==> config.mk <==
export PLATFORM = sky130hd
export DESIGN_NAME = rx_idle_timeout
export DESIGN_NICKNAME = d
export VERILOG_FILES = /design/src/rtl/rx_idle_timeout.sv
export SDC_FILE = /design/constraint.sdc
export NUM_CORES = 1
export LEC_CHECK = 0
export ABC_AREA = 1
export BUFFER_PORTS_ARGS = -buffer_cell sky130_fd_sc_hd__clkbuf_2
export CAP_MARGIN = 20
export CORE_ASPECT_RATIO = 1.75
export CORE_MARGIN = 2
export CORE_UTILIZATION = 50
export DETAILED_ROUTE_END_ITERATION = 8
export GPL_ROUTABILITY_DRIVEN = 0
export PLACE_DENSITY = 0.73
export SLEW_MARGIN = 20
export SYNTH_ARGS = -nofsm -noshare
export SYNTH_HDL_FRONTEND = slang
export SYNTH_SLANG_ARGS = --single-unit
==> constraint.sdc <==
create_clock -name clk -period 1.8 [get_ports clk]
set_input_delay 0.09 -clock clk [delete_from_list [all_inputs] [get_ports clk]]
set_output_delay 0.09 -clock clk [all_outputs]
set_load 0.005 [all_outputs]
==> src/rtl/rx_idle_timeout.sv <==
module rx_idle_timeout #(
  parameter int W = 16
) (
  input  logic         clk,
  input  logic         rst_n,
  input  logic         bit_tick,
  input  logic         char_rx,
  input  logic [W-1:0] to_value,
  input  logic         cmd_arm,
  input  logic         cmd_retrig,
  input  logic         irq_en,
  output logic         timeout_flag,
  output logic         irq
);
  localparam logic [W-1:0] ONE = W'(1);

  logic [W-1:0] cnt;
  logic         running;
  logic         disabled;
  logic         reload;
  logic         last_tick;

  assign disabled  = (to_value == '0);
  assign reload    = char_rx || cmd_retrig;
  assign last_tick = running && bit_tick && (cnt == ONE);

  always_ff @(posedge clk or negedge rst_n) begin
    if (!rst_n) begin
      cnt     <= '0;
      running <= 1'b0;
    end else if (disabled) begin
      cnt     <= '0;
      running <= 1'b0;
    end else if (reload) begin
      cnt     <= to_value;
      running <= 1'b1;
    end else if (cmd_arm) begin
      running <= 1'b0;
    end else if (running && bit_tick) begin
      cnt     <= cnt - ONE;
      running <= (cnt != ONE);
    end
  end

  always_ff @(posedge clk or negedge rst_n) begin
    if (!rst_n)
      timeout_flag <= 1'b0;
    else if (disabled || cmd_arm || cmd_retrig)
      timeout_flag <= 1'b0;
    else if (last_tick && !char_rx)
      timeout_flag <= 1'b1;
  end

  assign irq = timeout_flag && irq_en;


  zero_disables_chk: assert property (@(posedge clk) disable iff (!rst_n)
    (to_value == '0) |=> !timeout_flag);


  no_tick_no_rise_chk: assert property (@(posedge clk) disable iff (!rst_n)
    (!bit_tick && !timeout_flag) |=> !timeout_flag);


  flag_sticky_chk: assert property (@(posedge clk) disable iff (!rst_n)
    (timeout_flag && !cmd_arm && !cmd_retrig && to_value != '0) |=> timeout_flag);


  arm_clears_chk: assert property (@(posedge clk) disable iff (!rst_n)
    cmd_arm |=> !timeout_flag);


  parked_stays_chk: assert property (@(posedge clk) disable iff (!rst_n)
    (!running && !reload) |=> !$rose(timeout_flag));


  retrig_clears_chk: assert property (@(posedge clk) disable iff (!rst_n)
    cmd_retrig |=> !timeout_flag);


  char_beats_expiry_chk: assert property (@(posedge clk) disable iff (!rst_n)
    (char_rx && !timeout_flag) |=> !timeout_flag);


  irq_gate_chk: assert property (@(posedge clk) disable iff (!rst_n)
    !irq_en |-> !irq);
endmodule

Word-level counts from Yosys, hierarchy flattened --
Cells that the tools add are included.
Word-level totals: flip-flop bits (word level) 18, bits of input ports 23
Operators by class: add/sub/neg operators 1, eq/ne operators 3, muxes and demuxes 10, reductions and logical operators 13
Operator list (count):
- 16-bit 2-to-1 mux | 4
- 16-bit by 1-bit == test with 1-bit output, second input constant | 1
- 16-bit zero test | 1
- 16-bit by 1-bit != test with 1-bit output, second input constant | 1
- 16-bit by 1-bit subtractor with 16-bit output, second input constant | 1
- 1-bit 2-to-1 mux | 6
- 1-bit logical AND | 4
- 4-bit nonzero test | 1
- 1-bit logical OR | 3
- 3-bit by 1-bit != test with 1-bit output, second input constant | 1
- 3-bit nonzero test | 1
- 2-bit AND reduction | 1
- 2-bit nonzero test | 1
- 1-bit zero test | 1

Longest topological paths before layout --
Gate-level depths: netlist (run 1).
word-level depth 5, depth in mapped cells 9

Least setup slack after synthesis (run 1) --
Ideal clock, no wire load.
path kind register to register, start point register cnt[0], end point register cnt[4], setup time 0.116 ns, arrival time 1.190 ns, required time 1.684 ns, setup slack 0.494 ns, cell stages (with the launch flop) 10, path buffers 0, period minus slack after synthesis 1.306 ns, cell sequence dfrtp_1 -> inv_1 -> ha_1 -> nand2_1 -> inv_1 -> nor2_1 -> o21ai_0 -> nand2_1 -> nand2_1 -> nand2_1
On the way: word-level cells in the longest chain between the ends 5
RTL lines:
- start: declaration | RTL line 17 | logic [W-1:0] cnt;
- start signal: assignment | RTL line 35 | cnt <= to_value;
- start signal: assignment | RTL line 40 | cnt <= cnt - ONE;
- 16-bit by 1-bit subtractor with 16-bit output | RTL line 40
- 16-bit 2-to-1 mux | RTL line 39 | end else if (running && bit_tick) begin
- 16-bit 2-to-1 mux | RTL line 37 | end else if (cmd_arm) begin
- 16-bit 2-to-1 mux | RTL line 34 | end else if (reload) begin
- 16-bit 2-to-1 mux | RTL line 31 | end else if (disabled) begin
Every way passes these cells. The select of a mux whose other input is x is not followed. A chain may end at the register's enable or synchronous reset.

Final worst setup path (run 1) --
Same ends and word-level chain as after synthesis.

==> qor.yml, run 1 <==
outcome: "complete, no violations"
drive_gt1_share_pct: 13.48
drtAntennaViolNets: 0
hold_ws_ns: 0.1136
grt_pass1_wl_um: 6451
cap_violations: 0
yosysWarnings: 0
drc: 0
final_nets: 293
fin_area_sq_mm: 0.001624
hold_class: "input port to flop"
dieWidth_um: 44.34
critical_path.max_fanout: 5
ios: 25
synthCells: 242
worstMarginPinSlew_ns: 0.4803
period_minus_slack_ns: 1.606
seq_area_frac_synth_pct: 31.63
placed_cell_area_sq_mm: 0.001559
clk_path_buf_depth: 2
avgSynthCellArea_sq_um: 5.884
numClockSinks: 18
htree_levels: 1
hold_viol_final: 0
mostFrequentLayoutCells: "78 x nand2_1, 60 x nor2_1, 38 x nand3_1"
root_buffer: "clkbuf_8"
worstPathRequired_ns: 1.95
clock_latency_ns: 0.26
vias_per_cell: 5.289
die-area_sq_mm: 0.003308
r2r_cells: 9
p_leak_nw: 0.8366
start_kind: "flop"
wirelength_um: 3712
wire_per_inst_um: 12.63
synth_nets: 267
hpwl_um: 2774
ys_ff_latch: 18
met3_length_um: 111
core-area_sq_mm: 0.002721
timing.final.crit_share_pct: 89.25
crit_type: "flop to flop"
cts-resized-gates: 0
setup_viol: 0
fmax_ghz: 0.6225
antenna_cells: 0
end_kind: "flop"
post_cts_buffers: 0
portBuffers: 24
grt_max_degree: 31
grt_pass1_vias: 1489
clock_skew_ns: 0.002295
initial_utilization_pct: 52.32
yosysTopAreaCellShare_pct: 31.63
cp.arrival_ns: 1.76
areaGrowthSynthToFinish_pct: 14.06
ys_types: 19
cts_made_buffers: 3
met2WireLength_um: 1914
final_common_cell: "nand2_1"
powerDensity_mw_per_mm2: 732.6
peakVddDrop_v: 0.0004729
antenna_found_initial: 0
rsz0062_at_grt: "false"
postLayoutCoreUtil_pct: 59.68
holdPathStages: 3
clk_transition_reported_paths_ns: 0.07
drt-met1-wl_um: 1570
dr.pass1.iters: 4
grt_overflow: 0
max_slew_margin_pct: 67.98
via_count: 1555
drv_slew: 0
highest_layer: "met4"
drtIter0Drc: 45
synth_area_leaders: "dfrtp_1 32%, nand2_1 21%, nor2_1 16%"
num_rows: 25
die_h_um: 74.60
synth_top_area_cell: "dfrtp_1"
syn_area_sq_mm: 0.001424
fin_setup_tns_ns: 0
grt.total_usage_pct: 26.09
cts_tree: "built"
-- final timing paths --
kind / startpoint / endpoint / slack [ns]
max: cnt[0] / cnt[4] / 0.19
min: cmd_retrig / timeout_flag / 0.11
max reg2reg: cnt[0] / cnt[4] / 0.19
min reg2reg: timeout_flag / timeout_flag / 0.53
max in group asynchronous: rst_n / cnt[4] / 1.16
min in group asynchronous: rst_n / cnt[5] / 0.31
-- cell families after synthesis --
group	Yosys count	synth area share (%)
adder cells (fa/ha/maj)	2	1.757
flip-flops	18	31.63
buffers and inverters	26	7.645
AO/OA/AOI/OAI	13	5.536
AND/OR/NAND/NOR	183	53.43
-- area by class of cell --
type | instances | area, sq um
sequential | 18 | 450.4
fill | 306 | 1097
clock buffer | 4 | 55.05
timing repair buffer | 27 | 145.1
tap | 27 | 33.78
multi-input combinational | 198 | 864.6
inverter | 20 | 75.07
-- per-stage QoR --
| stage | power, mW | instances | setup WS [ns] |
|---|---|---|---|
| detailed placement | 0.8433 | 289 | 0.2385 |
| floorplan | 0.7440 | 242 | 0.4940 |
| CTS | 1.191 | 294 | 0.2137 |
| finish | 1.190 | 294 | 0.1935 |
| global route | 1.272 | 294 | 0.01519 |
| global placement | 0.8406 | 289 | 0.2607 |
-- power by group --
| part | internal (mW) | switching [mW] |
|---|---|---|
| Clock | 0.195 | 0.154 |
| Combinational | 0.118 | 0.208 |
| Sequential | 0.457 | 0.0588 |
-- critical path, stage by stage (launching register included) --
cell and delay (ns):
dfrtp_1 0.40, inv_1 0.14, ha_1 0.20, nand2_1 0.12, inv_1 0.19, nor2_1 0.05
o21ai_0 0.18, nand2_1 0.08, nand2_1 0.06, nand2_1 0.06
-- flip-flops by register name, indices dropped and copies added (netlist names) --
register / flops
timeout_flag: 1
cnt: 16
running: 1
-- layer usage --
layer	up-vias	global-route usage (%)
met2	32	46.73
met5	-	0
met1	699	30.09
li1	814	-
met3	10	2.427
met4	0	12.79
-- synth_stat cells --
| cell type | count |
|---|---|
| nor2_1 | 60 |
| buf_2 | 3 |
| buf_6 | 1 |
| nand4_1 | 1 |
| ha_1 | 2 |
| o22ai_1 | 2 |
| a21oi_1 | 2 |
| o21ai_4 | 1 |
| nor2_4 | 1 |
| dfrtp_1 | 18 |
| or2_2 | 1 |
| nand2_1 | 78 |
| inv_2 | 2 |
| nand3_1 | 38 |
| clkbuf_1 | 2 |
| nand3b_1 | 3 |
| inv_1 | 18 |
| o21ai_0 | 8 |
| nand2_2 | 1 |
-- timing repair --
| action | in CTS | in global routing |
|---|---|---|
| hold endpoints to repair | 18 | 0 |
| setup endpoints to repair | 0 | 0 |
| hold buffers | 1 | 0 |
No activity file was read; power rests on OpenSTA's default activity.
==> run 2, diff against run 1 <==
Settings changed: ABC_AREA 1 to unset, CORE_ASPECT_RATIO 1.75 to unset, PLACE_DENSITY 0.73 to 0.75.
==> run 2 against run 1 <==
Compared with the run above:
- the run now ends with setup timing left
- sequential share of layout area decreased by 1.4 points
- die area decreased by 20%
- synthesized cell count decreased by 49%
- global-route usage increased by 1.9 points
- final area increased by 5.2%
- clock power decreased by 44%
- critical path depth decreased by 5
- synthesized area decreased by 21%
- via count decreased by 23%
- largest cell class unchanged
==> qor.yml, run 2 <==
initial_utilization_pct: 51.73
grt_pass1_wl_um: 5402
powerDensity_mw_per_mm2: 543.8
synth_flop_cell: "dfrtp_1"
synth_area_leaders: "dfrtp_1 40%, xnor2_1 7.0%, a211oi_1 6.7%"
placed_cell_area_sq_mm: 0.001449
via_count: 1201
drtIter0Drc: 29
portBuffers: 24
stdcell_count: 203
yosysWarnings: 0
yosysTopAreaCellShare_pct: 40.13
ios: 25
numClockSinks: 18
grt_pass1_vias: 1152
fin_area_sq_mm: 0.001709
ys_types: 34
synth-edff-count: 0
end_kind: "flop"
drc: 0
avgSynthCellArea_sq_um: 9.125
cts_made_buffers: 3
num_rows: 17
htree_levels: 1
wire_per_inst_um: 16.74
synthCells: 123
die-area_sq_mm: 0.002639
largest_reg_flops: 16
p_leak_nw: 0.7242
grt_overflow: 0
worstPathRequired_ns: 2.00
syn_area_sq_mm: 0.001122
worstMarginPinSlew_ns: 0.4726
placed_cells: 193
clk_path_buf_depth: 2
async_reset_ff_share_pct: 100.0
die_h_um: 51.38
slowest_stage: "or4_4"
path_cells: "or4_4 > or4_4 > or3_4 > a311oi_2"
core-area_sq_mm: 0.002170
period_minus_slack_ns: 2.199
fmax_ghz: 0.4547
seq_area_frac_synth_pct: 40.13
grt.total_usage_pct: 28.01
hold_class: "input port to flop"
max_slew_margin_pct: 68.50
ys_ff_latch: 18
dr.pass1.iters: 4
timing.final.crit_share_pct: 122.2
outcome: "finished, violations left"
synth_top_area_cell: "dfrtp_1"
synth_commonest_cells: "18 x dfrtp_1, 18 x nor2_1, 11 x nor4_1"
root_buffer: "clkbuf_4"
clock_skew_ns: 0.005976
mostFrequentLayoutCells: "24 x clkbuf_2, 24 x buf_4, 18 x nor2_1, 18 x dfrtp_1, 8 x buf_6"
final_nets: 202
drv_slew: 0
crit_family: "simple AND/OR/NAND/NOR gates"
drtAntennaViolNets: 0
top_register: "cnt"
areaGrowthSynthToFinish_pct: 52.29
clk_transition_reported_paths_ns: 0.10
critPathBufInv: 0
drive_gt1_share_pct: 48.57
hpwl_um: 2233
antenna_found_initial: 0
rsz0062_at_grt: "true"
worst_path_most_repeated_cell: "or4_4"
setup_ws_ns: -0.3995
hold_ws_ns: 0.06699
crit_type: "flop to flop"
clock_latency_ns: 0.29
violations: "setup timing"
grt_max_degree: 19
cp.arrival_ns: 2.40
peakVddDrop_v: 0.0005574
hold_viol_final: 0
synth_nets: 148
fin_setup_tns_ns: -1.342
wirelength_um: 3398
cts_tree: "built"
start_kind: "flop"
max_stage_delay_ns: 0.55
cap_violations: 0
vias_per_cell: 5.916
dieWidth_um: 51.38
reg_top3: "cnt: 16 flops, running: 1 flops, timeout_flag: 1 flops"
setup_viol: 8
critical_path.max_fanout: 6
antenna_cells: 0
-- run 2: changes by cell type after synthesis, sizes merged, moves of 4 or more --
cell    before  now
clkbuf       2    6
nor3         0    5
a211oi       0   10
nor2        61   18
or3          0    4
or4          0    4
inv         20    4
xnor2        0    9
nand3       38    0
nand2       79    1
o21ai        9    4
nor4         0   11
-- run 2: routing by layer --
metal | vias to the layer above | wire length (um) | global-route usage (%)
met5 | - | 0 | 0
met4 | 0 | 78 | 9.211
met3 | 9 | 123 | 3.801
met2 | 31 | 1734 | 47.65
met1 | 586 | 1461 | 36.50
li1 | 575 | - | -
-- run 2: timing repair --
item | CTS | global route
setup endpoints to repair | 11 | 12
gates resized for setup | 25 | 11
buffers inserted | 5 | 3
hold endpoints to repair | 18 | 0
pin swaps | 19 | 11
hold buffers | 1 | 0
-- run 2: path summary, 6_finish.rpt --
| check | slack (ns) | endpoint | cells after the start | startpoint |
|---|---|---|---|---|
| worst max register to register | -0.40 | cnt[13] | 4 | cnt[1] |
| worst min-delay path | 0.07 | cnt[12] | 3 | to_value[12] |
| max in group asynchronous | 1.20 | cnt[2] | 2 | rst_n |
| worst min register to register | 0.56 | timeout_flag | 2 | timeout_flag |
| min in group asynchronous | 0.28 | cnt[15] | 2 | rst_n |
| worst max-delay path | -0.40 | cnt[13] | 4 | cnt[1] |
-- run 2: cell families (layout without fill, tap and decap cells) --
group,Yosys count,in the layout,share of synthesized area [%]
and+or+nand+nor,56,56,29.21
DFF,18,18,40.13
xor gates and xnor gates,10,10,7.804
AOI/OAI and AO/OA,24,24,15.61
muxes,1,1,0.8919
buffers and inverters,12,64,4.124
adders and majority gates,2,2,2.229
-- run 2: final cells by class --
cell class	instances	area, sq um
fill	146	460.4
timing repair buffer	57	400.4
clock buffer	3	22.52
inverter	4	15.01
multi-input combinational	93	785.8
tap	28	35.03
sequential	18	450.4
-- run 2: where the power goes --
group          internal, mW  leakage, nW  total [mW]  switching (mW)
logic                 0.137        0.505       0.275           0.138
registers             0.437        0.206       0.460          0.0235
clock network        0.0777       0.0138       0.195           0.117
total                 0.651        0.724       0.929           0.278
-- run 2: stage by stage --
step / setup slack, ns / total power, mW / util, %
floorplan: -0.4116 / 0.5639 / -
global placement: -0.3927 / 0.6705 / 66.78
detailed placement: -0.4659 / 0.6772 / 66.78
CTS: -0.3550 / 0.9058 / 75.72
global route: -0.4565 / 0.9745 / 78.78
finish: -0.3995 / 0.9294 / 78.78
-- run 2: worst reg2reg max path: stages, from the launching register on --
cell and delay (ns):
dfrtp_1 0.40, or4_4 0.55, or4_4 0.53, or3_4 0.39, a311oi_2 0.26
